**src/rtl/pgs_pkg.sv**
```systemverilog
package pgs_pkg;
  typedef struct packed {
    logic ov;
    logic uv;
    logic ot;
  } pgs_latch_t;

  localparam pgs_latch_t PGS_LATCH_CLR = '{ov: 1'b0, uv: 1'b0, ot: 1'b0};
endpackage

```
**src/rtl/pgs_streak.sv**
```systemverilog
module pgs_streak #(
  parameter int LIMIT = 4
) (
  input  logic clk,
  input  logic rst_n,
  input  logic cond,
  output logic hit
);
  localparam int W = (LIMIT > 1) ? $clog2(LIMIT) : 1;
  localparam logic [W-1:0] LAST = W'(LIMIT - 1);

  logic [W-1:0] cnt_q, cnt_d;

  assign hit = cond && (cnt_q == LAST);

  always_comb begin
    if (!cond || hit) cnt_d = '0;
    else              cnt_d = cnt_q + 1'b1;
  end

  always_ff @(posedge clk or negedge rst_n) begin
    if (!rst_n) cnt_q <= '0;
    else        cnt_q <= cnt_d;
  end
endmodule

```
**src/rtl/pgs_blank.sv**
```systemverilog
module pgs_blank #(
  parameter int SPAN = 20
) (
  input  logic clk,
  input  logic rst_n,
  input  logic run,
  output logic done
);
  localparam int W = $clog2(SPAN + 1);
  localparam logic [W-1:0] END_VAL = W'(SPAN);

  logic [W-1:0] cnt_q, cnt_d;
  logic         cnt_en;

  assign done   = (cnt_q == END_VAL);
  assign cnt_en = !run || !done;

  always_comb begin
    if (!run) cnt_d = '0;
    else      cnt_d = cnt_q + 1'b1;
  end

  always_ff @(posedge clk or negedge rst_n) begin
    if (!rst_n)      cnt_q <= '0;
    else if (cnt_en) cnt_q <= cnt_d;
  end
endmodule

```
**src/rtl/pgs_fault_ctl.sv**
```systemverilog
module pgs_fault_ctl
  import pgs_pkg::*;
(
  input  logic clk,
  input  logic rst_n,
  input  logic en,
  input  logic cmp_ov,
  input  logic ov_hit,
  input  logic uv_req,
  input  logic ot_req,
  output logic force_ls,
  output logic force_off,
  output logic fault_any
);
  pgs_latch_t lat_q, lat_d;

  always_comb begin
    if (!en) begin
      lat_d = PGS_LATCH_CLR;
    end else begin
      lat_d = lat_q;
      if (ot_req)           lat_d.ot = 1'b1;
      if (ov_hit)           lat_d.ov = 1'b1;
      if (uv_req && !cmp_ov) lat_d.uv = 1'b1;
    end
  end

  always_ff @(posedge clk or negedge rst_n) begin
    if (!rst_n) lat_q <= PGS_LATCH_CLR;
    else        lat_q <= lat_d;
  end

  assign force_off = lat_q.ot | lat_q.uv;
  assign force_ls  = !force_off && (lat_q.ov || (en && cmp_ov));
  assign fault_any = lat_q.ov | lat_q.uv | lat_q.ot;
endmodule

```
**src/rtl/pgs_supervisor.sv**
```systemverilog
module pgs_supervisor #(
  parameter int PG_DLY_CYC   = 313,
  parameter int OV_DLY_CYC   = 625,
  parameter int UV_BLANK_CYC = 625000
) (
  input  logic clk,
  input  logic rst_n,
  input  logic supply_ok,
  input  logic s5_en,
  input  logic ss_done,
  input  logic cmp_ov,
  input  logic cmp_uv,
  input  logic cmp_hi,
  input  logic cmp_lo,
  input  logic cmp_rdy,
  input  logic therm_trip,
  output logic pgood,
  output logic force_ls,
  output logic force_off,
  output logic fault_latched
);
  logic en, uv_armed, ov_hit, fault_any;
  logic pg_q, pg_d, pg_raw, pg_hit;

  assign en = supply_ok & s5_en;

  pgs_blank #(.SPAN(UV_BLANK_CYC)) u_blank (
    .clk(clk), .rst_n(rst_n), .run(en), .done(uv_armed)
  );

  pgs_streak #(.LIMIT(OV_DLY_CYC)) u_ov_dly (
    .clk(clk), .rst_n(rst_n), .cond(en & cmp_ov), .hit(ov_hit)
  );

  pgs_fault_ctl u_fault (
    .clk(clk), .rst_n(rst_n), .en(en), .cmp_ov(cmp_ov),
    .ov_hit(ov_hit), .uv_req(en & uv_armed & cmp_uv),
    .ot_req(en & therm_trip),
    .force_ls(force_ls), .force_off(force_off), .fault_any(fault_any)
  );

  // window with hysteresis: entry needs the 93% flag, holding needs only 90..115
  assign pg_raw = en && ss_done && !fault_any && !cmp_hi && !cmp_lo
                  && (cmp_rdy || pg_q);

  pgs_streak #(.LIMIT(PG_DLY_CYC)) u_pg_dly (
    .clk(clk), .rst_n(rst_n), .cond(pg_raw ^ pg_q), .hit(pg_hit)
  );

  always_comb begin
    pg_d = pg_hit ? pg_raw : pg_q;
  end

  always_ff @(posedge clk or negedge rst_n) begin
    if (!rst_n) pg_q <= 1'b0;
    else        pg_q <= pg_d;
  end

  assign pgood         = pg_q;
  assign fault_latched = fault_any;
endmodule

```
**config.mk**
```make
export PLATFORM = sky130hd
export DESIGN_NAME = pgs_supervisor
export DESIGN_NICKNAME = d
export VERILOG_FILES = /design/src/rtl/pgs_pkg.sv /design/src/rtl/pgs_streak.sv /design/src/rtl/pgs_blank.sv /design/src/rtl/pgs_fault_ctl.sv /design/src/rtl/pgs_supervisor.sv
export SDC_FILE = /design/constraint.sdc
export NUM_CORES = 1
export LEC_CHECK = 0
export ABC_AREA = 1
export ABC_CLOCK_PERIOD_IN_PS = 1590
export BUFFER_PORTS_ARGS = -buffer_cell sky130_fd_sc_hd__buf_4
export CELL_PAD_IN_SITES_DETAIL_PLACEMENT = 0
export CELL_PAD_IN_SITES_GLOBAL_PLACEMENT = 2
export CORE_MARGIN = 8
export CORE_UTILIZATION = 35
export DETAILED_ROUTE_END_ITERATION = 10
export PLACE_DENSITY = 0.75
export SETUP_SLACK_MARGIN = 0.05
export SKIP_CTS_REPAIR_TIMING = 1
export SYNTH_ARGS = -nofsm -noshare
export SYNTH_HDL_FRONTEND = slang
export SYNTH_SLANG_ARGS = --single-unit
```
**constraint.sdc**
```tcl
create_clock -name clk -period 1.59 [get_ports clk]
set_input_delay 0.2385 -clock clk [delete_from_list [all_inputs] [get_ports clk]]
set_output_delay 0.2385 -clock clk [all_outputs]
set_load 0.01 [all_outputs]
```
* Yosys cells after proc, flatten, opt, wreduce, memory -nomap -nowiden
Cells that the tools add are included.
Cells by class: reduce and logical (&&, ||, !) cells 24, add/subtract/negate cells 3, equal/unequal tests 6, bitwise logic cells 9, multiplexer cells 7
Operator list (count):
- adder 20 x 1 -> 20 bit, second input constant | 1
- equality test 20 bit, second input constant | 1
- 2-to-1 mux 20 bit | 1
- adder 10 x 1 -> 10 bit, second input constant | 1
- equality test 10 bit, second input constant | 1
- logical AND 1 bit | 10
- 2-to-1 mux 10 bit | 1
- adder 9 x 1 -> 9 bit, second input constant | 1
- equality test 9 bit, second input constant | 1
- zero test 1 bit | 9
- 2-to-1 mux 9 bit | 1
- inequality test 2 x 1 -> 1 bit, second input constant | 3
- bitwise AND 1 bit | 5
- logical OR 1 bit | 5
- 2-to-1 mux 1 bit | 3
- 2-to-1 mux 3 bit | 1
- bitwise OR 1 bit | 3
- bitwise XOR 1 bit | 1
Word-level totals: input bits 11, logic and storage cells 56, output and inout bits 4, register bits after elaboration 43

* Longest topological paths before layout
Gate-level depths: netlist (run 1).
word-level depth 11, depth in mapped cells 9, gate-level depth less buffers 9

* By module
Synthesis (run 1) repeated with hierarchy kept, for this count alone.
Unflattened totals: cell total of the unflattened synthesis 380, area total of the unflattened synthesis 2643.8 µm²
Modules (own cells, without submodules):
- pgs_blank | times used 1, area each 1281.2 µm², cells each 185
- pgs_streak (u_ov_dly) | times used 1, area each 570.5 µm², cells each 77
- pgs_streak (u_pg_dly) | times used 1, area each 506.7 µm², cells each 69
- pgs_fault_ctl | times used 1, area each 142.6 µm², cells each 20
- pgs_supervisor | times used 1, area each 142.6 µm², cells each 29

* Least setup slack after synthesis (run 1)
No wires, ideal clock.
kind reg2reg, start register u_blank.cnt_q[0], end register u_blank.cnt_q[16], data arrival time 1218 ps, path slack 240 ps, stages on the path, launching flop included 8, library setup time 132 ps, required time 1458 ps, path through dfrtp_1 ha_1 nand2_2 nor2_2 nand2_2 nor2_1 xor2_1 nor2_1
On the way: longest elaborated chain between the ends 3, elaborated cells on any way between the ends 5
Ends and longest elaborated chain:
- start: declaration | RTL line pgs_blank.sv:12 | logic [W-1:0] cnt_q, cnt_d;
- start signal: assignment | RTL line pgs_blank.sv:25 | else if (cnt_en) cnt_q <= cnt_d;
- branches (longest 3 deep; another with adder 20 x 1 -> 20 bit)
Parallel ways; which one is timed is not known. A chain may end at the register's enable or synchronous reset.

* Worst setup path after layout (run 1)
start register u_fault.lat_q[0] (netlist name), end output fault_latched
On the way: longest elaborated chain between the ends 1
Ends and longest elaborated chain:
- start: declaration | RTL line pgs_fault_ctl.sv:15 | pgs_latch_t lat_q, lat_d;
- start signal: assignment | RTL line pgs_fault_ctl.sv:30 | else lat_q <= lat_d;
- bitwise OR 1 bit | RTL line pgs_fault_ctl.sv:35 | assign fault_any = lat_q.ov | lat_q.uv | lat_q.ot;
- end: declaration | RTL line pgs_supervisor.sv:20 | output logic fault_latched
No other way between the ends.

==> results.toml, run 1 <==
[status]
status = "complete, no violations"

[setup_path]
critPathRequiredTime_ns = 1.35
crit_arrival_ns = 1.24
path_max_fanout = 3
cp_top_family = "simple AND/OR/NAND/NOR gates"
cp-end-kind = "primary output"
crit_chain = "or2_4, nor2_4, inv_2, buf_6"
timing.critical_path.buf_inv = 2
critical-path-slowest-cell = "dfrtp_1"
critical_path_class = "flop to primary output"
slowest_delay_ns = 0.38
start_kind = "flop"

[timing]
fin_crit_ns = 1.48
finClkSkew_ns = 0.00293
setup_viol = 0
min_period_over_period_pct = 93.2
finalHoldViolCount = 0
finalSetupTns_ns = 0
tightest_slew_ns = 0.567
setup_ws_ns = 0.109
slew_violations = 0
rsz0062_at_grt = "yes"
slew_headroom_pct = 62.2
max_freq_mhz = 675

[job]
maxCapViolations = 0

[power_and_ir_drop]
switching_share_pct = 29.8
powerDensity_nw_per_um2 = 828
p_int_mw = 1.66
seq_power_share_pct = 53.1
clock_power_share_pct = 29.8
leakage_nw = 1.25
power_frac_comb_pct = 17.1
vdd_drop_max_mv = 0.307
p_sw_mw = 0.704

[synthesis]
yosys.area_share.simple_pct = 35.5
synth-seq-cells = 43
netlist_instances = 339
synthTopCellsByArea = "dfrtp_1, nor2_1, nand2_1"
ys_warn_count = 0
synthAdderAreaFrac_pct = 3.05
syn_area_sq_um = 2460
muxShareOfSynthArea_pct = 0
ys_seq_area_share_pct = 43.7
synth_top_cell_area_share_pct = 43.7
ys_types = 25
syn_nets = 356
synth-compound-area-share_pct = 4.72
syn_avg_cell_area_sq_um = 7.27
synth_area_leader_cell = "dfrtp_1"
synth_top_family_by_area = "simple AND/OR/NAND/NOR gates"
synth_xor_area_share_pct = 4.97

[placed_design]
portBuffers = 14
hpwl_um = 4530
routabilityCongestion = 0.800
post-place-ws_ns = 0.0813

[floorplanning]
die-area_sq_um = 9980
core_area_sq_um = 6790
fp-row-count = 30
io_pins = 15
start_util_pct = 36.3
die_h_um = 99.9
dieWidth_um = 99.9

[drt]
remaining_drc_errors = 0
ant_nets = 0
first_pass_iters = 4
wire_per_inst_um = 13.0
drt_iter0_drc = 72
vias = 2140
via_per_inst = 4.62
routed_wl_um = 6020

[global_route]
grt_pass1_wl_um = 10100
antenna_found_initial = 0
grt_max_degree = 44
grt_pass1_vias = 2077
grtUsageMet3_pct = 2.84
met1_usage_pct = 17.2
top_usage_layer = "met2"
met2_usage_pct = 19.4
track_usage_pct = 12.8
overflow = 0

[clock_network]
clockBufferDepth = 2
cts_buffers = 5
clock_latency_ns = 0.30
cts_tree = "built"
cts.sinks = 43
h-tree-depth = 2
clk_pin_slew_ns = 0.08
cts-root-buf = "clkbuf_8"

[cells_and_area]
final_common_cell = "nor2_1"
num-nets-final = 383
drive_above_1_share_pct = 14.2
syn_to_final_growth_pct = 15.7
diodes = 0
final_cell_mix = "nor2_1, nand2_1, inv_1"
final.fill_count = 728

[min_path]
hold_class = "input pin to flop"
-- Yosys cell counts --
master     n
a21boi_1   1
a21oi_1    8
buf_2      1
clkbuf_1   1
dfrtp_1   43
ha_1       6
inv_1     49
inv_2      2
nand2_1   71
nand2_2    6
nand3_1   23
nand3_2    2
nand3b_1   1
nand4_1    9
nor2_1    76
nor2_2     4
nor2_4     2
nor3_1     6
o21ai_0    8
o21ai_1    3
o21bai_1   1
o22ai_1    1
or2_4      1
xnor2_1    2
xor2_1    12
-- tightest hold or removal path, stage by stage --
cell	delay, ns
buf_4	0.08
nor2_1	0.03
nor2_1	0.09
-- final cells by class --
cell class	instances	area (sq um)	area share, %
Tap cell	96	120	4.21
Clock buffer	7	76.3	2.68
Clock inverter	1	5.00	0.176
Timing Repair Buffer	22	171	6.01
Multi-Input combinational cell	243	1210	42.4
Sequential cell	43	1080	37.8
Inverter	51	191	6.71
-- final timing paths --
path,start,to,slack [ns],cells past startpoint
max in group asynchronous,rst_n,u_blank.cnt_q[0],0.70,2
setup reg to reg,u_blank.cnt_q[0],u_blank.cnt_q[0],0.16,9
setup / recovery,u_fault.lat_q[0],fault_latched,0.11,4
hold / removal,therm_trip,u_fault.lat_q[0],0.17,3
min in group asynchronous,rst_n,u_ov_dly.cnt_q[0],0.48,2
hold reg to reg,u_pg_dly.cnt_q[0],u_pg_dly.cnt_q[0],0.50,1
-- stage by stage --
stage	instance area [sq um]	hold slack, ns	instances	util (%)	power (mW)
final	2850	0.172	463	42.0	2.36
after global placement	2710	0.284	451	39.9	1.68
after CTS	2790	-0.0410	459	41.1	2.39
after global routing	2850	0.195	463	42.0	2.52
after detailed placement	2710	0.287	451	39.9	1.68
after floorplan	2460	-0.0571	339	-	1.55
-- layer usage --
metal  part of all wire, %  up-vias
met5                     0        -
met2                    43       27
met3                   4.3        7
met4                   2.0        0
met1                    51      995
li1                      -     1111
-- cell families (layout without fill, tap and decap cells) --
| family | count (synthesis) | count (layout) |
|---|---|---|
| compound gates | 22 | 22 |
| xor+xnor | 14 | 14 |
| simple gates | 201 | 201 |
| fa+ha+maj | 6 | 6 |
| buf+inv | 53 | 81 |
| flops | 43 | 43 |
-- power groups by stage --
stage / registers [mW] / clock network, mW / logic (mW)
floorplan: 1.26 / 0 / 0.290
CTS: 1.26 / 0.728 / 0.405
finish: 1.25 / 0.702 / 0.404
detailed placement: 1.28 / 0 / 0.404
global route: 1.27 / 0.765 / 0.479
global placement: 1.27 / 0 / 0.404
-- registers in the layout, indices dropped and copies added, names as in the netlist --
register        cells
u_pg_dly.cnt_q      9
u_blank.cnt_q      20
u_fault.lat_q       3
u_ov_dly.cnt_q     10
pgood               1
Power figures use the tool's default switching activity.
==> run 2: changes to the inputs <==
SETUP_SLACK_MARGIN = 0.5   (was 0.05)
==> results.toml, run 2 (same netlist as run 1, synthesis figures left out) <==
[setup_path]
cp_top_family = "simple AND/OR/NAND/NOR gates"
slowest_delay_ns = 0.38
timing.critical_path.buf_inv = 2
crit_arrival_ns = 1.22
cp-end-kind = "primary output"
critPathRequiredTime_ns = 1.35
critical-path-slowest-cell = "dfrtp_1"
critical_path_class = "flop to primary output"
path_max_fanout = 3
crit_chain = "or2_4, nor2_4, inv_2, buf_6"
rr_startpoint = "u_blank.cnt_q[0]"
start_kind = "flop"
startpoint = "u_fault.lat_q[0]"

[cells_and_area]
final.fill_count = 676
drive_above_1_share_pct = 40.6
num-nets-final = 410
syn_to_final_growth_pct = 41.4
largest_registers = "u_blank.cnt_q x20, u_ov_dly.cnt_q x10, u_pg_dly.cnt_q x9"
regMostFlops = "u_blank.cnt_q"
largest_reg_flops = 20
final_cell_mix = "nand2_1, nor2_1, buf_4"
diodes = 0
final_common_cell = "nand2_1"

[global_route]
antenna_found_initial = 0
grt_pass1_vias = 2044
track_usage_pct = 12.6
grt_pass1_wl_um = 10000
grt_max_degree = 44
overflow = 0

[power_and_ir_drop]
seq_power_share_pct = 45.4
leakage_nw = 1.51
powerDensity_nw_per_um2 = 802
power_frac_comb_pct = 18.0
p_sw_mw = 0.766
vdd_drop_max_mv = 0.319
clock_power_share_pct = 36.7
switching_share_pct = 27.4
fin_total_pwr_mw = 2.80
p_int_mw = 2.03

[timing]
setup_viol = 0
finalSetupTns_ns = 0
min_period_over_period_pct = 91.8
slew_violations = 0
tightest_slew_ns = 0.567
setup_ws_ns = 0.130
fin_crit_ns = 1.46
max_freq_mhz = 685
slew_headroom_pct = 62.2
finalHoldViolCount = 0
finClkSkew_ns = 0.00510
rsz0062_at_grt = "yes"

[clock_network]
cts_buffers = 5
h-tree-depth = 2
clockBufferDepth = 2
cts.sinks = 43
clk_pin_slew_ns = 0.08
cts-root-buf = "clkbuf_8"
clock_latency_ns = 0.30
cts_tree = "built"

[drt]
routed_wl_um = 6470
vias = 2244
drt_iter0_drc = 88
first_pass_iters = 4
remaining_drc_errors = 0
via_per_inst = 4.58
wire_per_inst_um = 13.2
ant_nets = 0

[floorplanning]
core_area_sq_um = 6790
fp-row-count = 30
start_util_pct = 36.3
die_h_um = 99.9
dieWidth_um = 99.9
die-area_sq_um = 9980
io_pins = 15

[placed_design]
hpwl_um = 4390
routabilityCongestion = 0.785
portBuffers = 14
post-place-ws_ns = 0.108

[status]
status = "complete, no violations"

[min_path]
hold_class = "input pin to flop"
hp-start = "therm_trip"

[job]
maxCapViolations = 0
## run 2: cell count changes in the layout (fill, tap and decap cells not counted), sizes merged
| cell | previous run | this run |
|---|---|---|
| buf | 21 | 46 |
| clkinv | 1 | 0 |
| nand3 | 25 | 27 |
| clkbuf | 7 | 6 |
| bufinv | 0 | 2 |
## run 2: final cells by class
cell class              count  area [sq um]  share of cell area (%)
multi-input cells         245          1580                    45.3
flip-flops and latches     43          1090                    31.4
repair buffers             47           367                    10.5
inverters                  51           194                    5.56
well taps                  96           120                    3.45
clock buffers               6          72.6                    2.08
clock inverters             2          60.1                    1.72
## run 2: power groups by stage
stage / registers, mW / clock network, mW / logic, mW
after floorplan: 1.26 / 0 / 0.293
after global placement: 1.28 / 0 / 0.403
after detailed placement: 1.28 / 0 / 0.400
after CTS: 1.26 / 1.06 / 0.403
after global routing: 1.28 / 1.09 / 0.574
final: 1.27 / 1.03 / 0.502
## run 2: layer usage
| metal | vias to the layer above | wire length [um] | GRT usage [%] |
|---|---|---|---|
| li1 | 1160 | - | - |
| met1 | 1051 | 3390 | 18.3 |
| met2 | 29 | 2850 | 18.0 |
| met3 | 4 | 186 | 2.70 |
| met4 | 0 | 49 | 3.73 |
| met5 | - | 0 | 0 |
## run 2: path summary, 6_finish.rpt
path	slack, ns	to	cells past startpoint
worst max-delay path	0.13	fault_latched	4
worst min-delay path	0.16	u_fault.lat_q[0]	3
worst max register to register	0.15	u_blank.cnt_q[16]	8
worst min register to register	0.49	u_pg_dly.cnt_q[0]	1
max in group asynchronous	0.69	u_blank.cnt_q[1]	2
min in group asynchronous	0.47	u_blank.cnt_q[15]	2
## run 2: tightest hold or removal path: stages
cell and delay [ns]:
buf_4 0.08, nor2_1 0.03, nor2_1 0.07
## run 2: per-stage QoR
| stage | utilization (%) | area [sq um] | std cells | hold WS (ns) |
|---|---|---|---|---|
| finish | 51.3 | 3490 | 490 | 0.157 |
| global route | 51.3 | 3490 | 490 | 0.183 |
| CTS | 42.2 | 2860 | 457 | -0.0460 |
| detailed placement | 40.2 | 2730 | 449 | 0.284 |
| global placement | 40.2 | 2730 | 449 | 0.279 |
| floorplan | - | 2500 | 339 | -0.0571 |
==> run 3: changes to the inputs <==
ABC_AREA = 0   (was 1)
CORE_UTILIZATION = 38   (was 35)
PLACE_DENSITY = 0.74   (was 0.75)
==> results.toml, run 3 <==
[clock_network]
cts.sinks = 43
h-tree-depth = 2
cts-root-buf = "clkbuf_8"
clock_latency_ns = 0.30
clk_pin_slew_ns = 0.08
cts_tree = "built"
clockBufferDepth = 2
cts_buffers = 5

[power_and_ir_drop]
leakage_nw = 1.23
vdd_drop_max_mv = 0.532
powerDensity_nw_per_um2 = 641

[floorplanning]
fp-row-count = 27
start_util_pct = 39.7
io_pins = 15
dieWidth_um = 92.1
core_area_sq_um = 5540
die_h_um = 92.1
die-area_sq_um = 8480

[drt]
wire_per_inst_um = 16.0
first_pass_iters = 4
drt_iter0_drc = 72
ant_nets = 0
vias = 1862
remaining_drc_errors = 0
via_per_inst = 5.37
routed_wl_um = 5550

[cells_and_area]
register_area_sq_um = 1080
multi_input_area_sq_um = 1330
largest_registers = "u_blank.cnt_q x20, u_ov_dly.cnt_q x10, u_pg_dly.cnt_q x9"
num-nets-final = 291
largest_reg_flops = 20
syn_to_final_growth_pct = 36.2
final_common_cell = "buf_4"
regMostFlops = "u_blank.cnt_q"
final_core_util_pct = 54.1
finalNonFillerCells = 347
final.fill_count = 517
final_cell_mix = "buf_4, dfrtp_1, nor2_1"
diodes = 0
drive_above_1_share_pct = 41.5

[timing]
slew_headroom_pct = 63.0
setup_ws_ns = -0.0278
max_freq_mhz = 618
rsz0062_at_grt = "yes"
fin_crit_ns = 1.62
min_period_over_period_pct = 102
setup_viol = 1
finalSetupTns_ns = -0.0278
tightest_slew_ns = 0.555
slew_violations = 0
hold-worst-slack_ns = 0.159
finalHoldViolCount = 0
finClkSkew_ns = 0.00596

[synthesis]
synth_area_leader_cell = "dfrtp_1"
async_reset_ff_share_pct = 100
netlist_instances = 223
syn_nets = 240
synth_edf_count = 0
synth_ff_type = "dfrtp_1"
yosysMostFrequentCell = "dfrtp_1"
ys_warn_count = 0
synth_top_cell_area_share_pct = 48.9
synth_commonest_cells = "dfrtp_1, nor2_1, xor2_1, nand3_1, nand2_1"
ys_seq_area_share_pct = 48.9
syn_avg_cell_area_sq_um = 9.87
synth-seq-cells = 43
syn_area_sq_um = 2200
ys_types = 39
synthTopCellsByArea = "dfrtp_1, xor2_1, nor2_1"

[status]
status = "finished with violations"
violations = "setup timing"

[placed_design]
post-place-ws_ns = 0.00720
portBuffers = 14
dpl.cell_count = 321
hpwl_um = 3610
routabilityCongestion = 0.754

[setup_path]
cp-end-kind = "flop"
critPathRequiredTime_ns = 1.82
critical_path_class = "flop to flop"
path_max_fanout = 7
start_kind = "flop"
crit_arrival_ns = 1.84

[job]
maxCapViolations = 0

[global_route]
track_usage_pct = 12.4
grt_max_degree = 44
antenna_found_initial = 0
grt_pass1_wl_um = 8580
grt_pass1_vias = 1850
overflow = 0

[min_path]
hold_class = "input pin to flop"
-- run 3: cell count changes after synthesis, moves of 5 or more --
cell     previous run  this run
nand2_1            71        11
inv_1              49        10
nor2_1             76        37
nand3_1            23        14
xor2_1             12        20
and4_1              0         7
nand2_2             6         1
-- run 3: cell families (layout without fill, tap and decap cells) --
group | count (synthesis) | count (layout) | share of synthesized area [%]
AOI/OAI and AO/OA | 24 | 25 | 6.94
xor gates and xnor gates | 26 | 26 | 10.3
adders and majority gates | 6 | 6 | 3.41
buffers and inverters | 14 | 64 | 2.62
DFF | 43 | 43 | 48.9
muxes | 1 | 1 | 0.512
and+or+nand+nor | 109 | 110 | 27.3
-- run 3: metal layers --
layer	share of wire (%)	vias to the layer above	GRT usage (%)
li1	-	891	-
met1	45	941	14.6
met2	50	22	20.9
met3	3.6	8	3.83
met4	1.8	0	4.30
met5	0	-	0
-- run 3: layout make-up --
type	instances	share of cell area (%)
clock inverters	1	0.167
multi-input cells	168	44.5
flip-flops and latches	43	36.2
clock buffers	7	2.55
well taps	72	3.01
inverters	10	1.25
repair buffers	46	12.4
-- run 3: final timing paths --
kind,from,endpoint,slack (ns),cells after the start
max,u_blank.cnt_q[9],u_blank.cnt_q[18],-0.03,4
min,therm_trip,u_fault.lat_q[0],0.16,3
max reg2reg,u_blank.cnt_q[9],u_blank.cnt_q[18],-0.03,4
min reg2reg,u_pg_dly.cnt_q[0],u_pg_dly.cnt_q[0],0.49,1
max in group asynchronous,rst_n,u_blank.cnt_q[4],0.70,2
min in group asynchronous,rst_n,u_pg_dly.cnt_q[7],0.48,2
-- run 3: where the power goes --
group / leakage [nW] / switching [mW] / internal, mW
clock network: 0.0422 / 0.376 / 0.309
registers: 0.589 / 0.00517 / 1.10
logic: 0.600 / 0.0765 / 0.0548
total: 1.23 / 0.458 / 1.46
-- run 3: worst max-delay path, stage by stage (launching register included) --
cell	delay [ns]
dfrtp_1	0.42
and4_4	0.27
nand4_4	0.15
or4_1	0.54
a21oi_1	0.16
-- run 3: metrics by stage --
step,cell area (sq um),power (mW)
2_1_floorplan,2290,1.17
3_3_place_gp,2570,1.23
3_5_place_dp,2570,1.23
4_1_cts,2650,1.92
5_1_grt,3000,2.01
6_report,3000,1.92
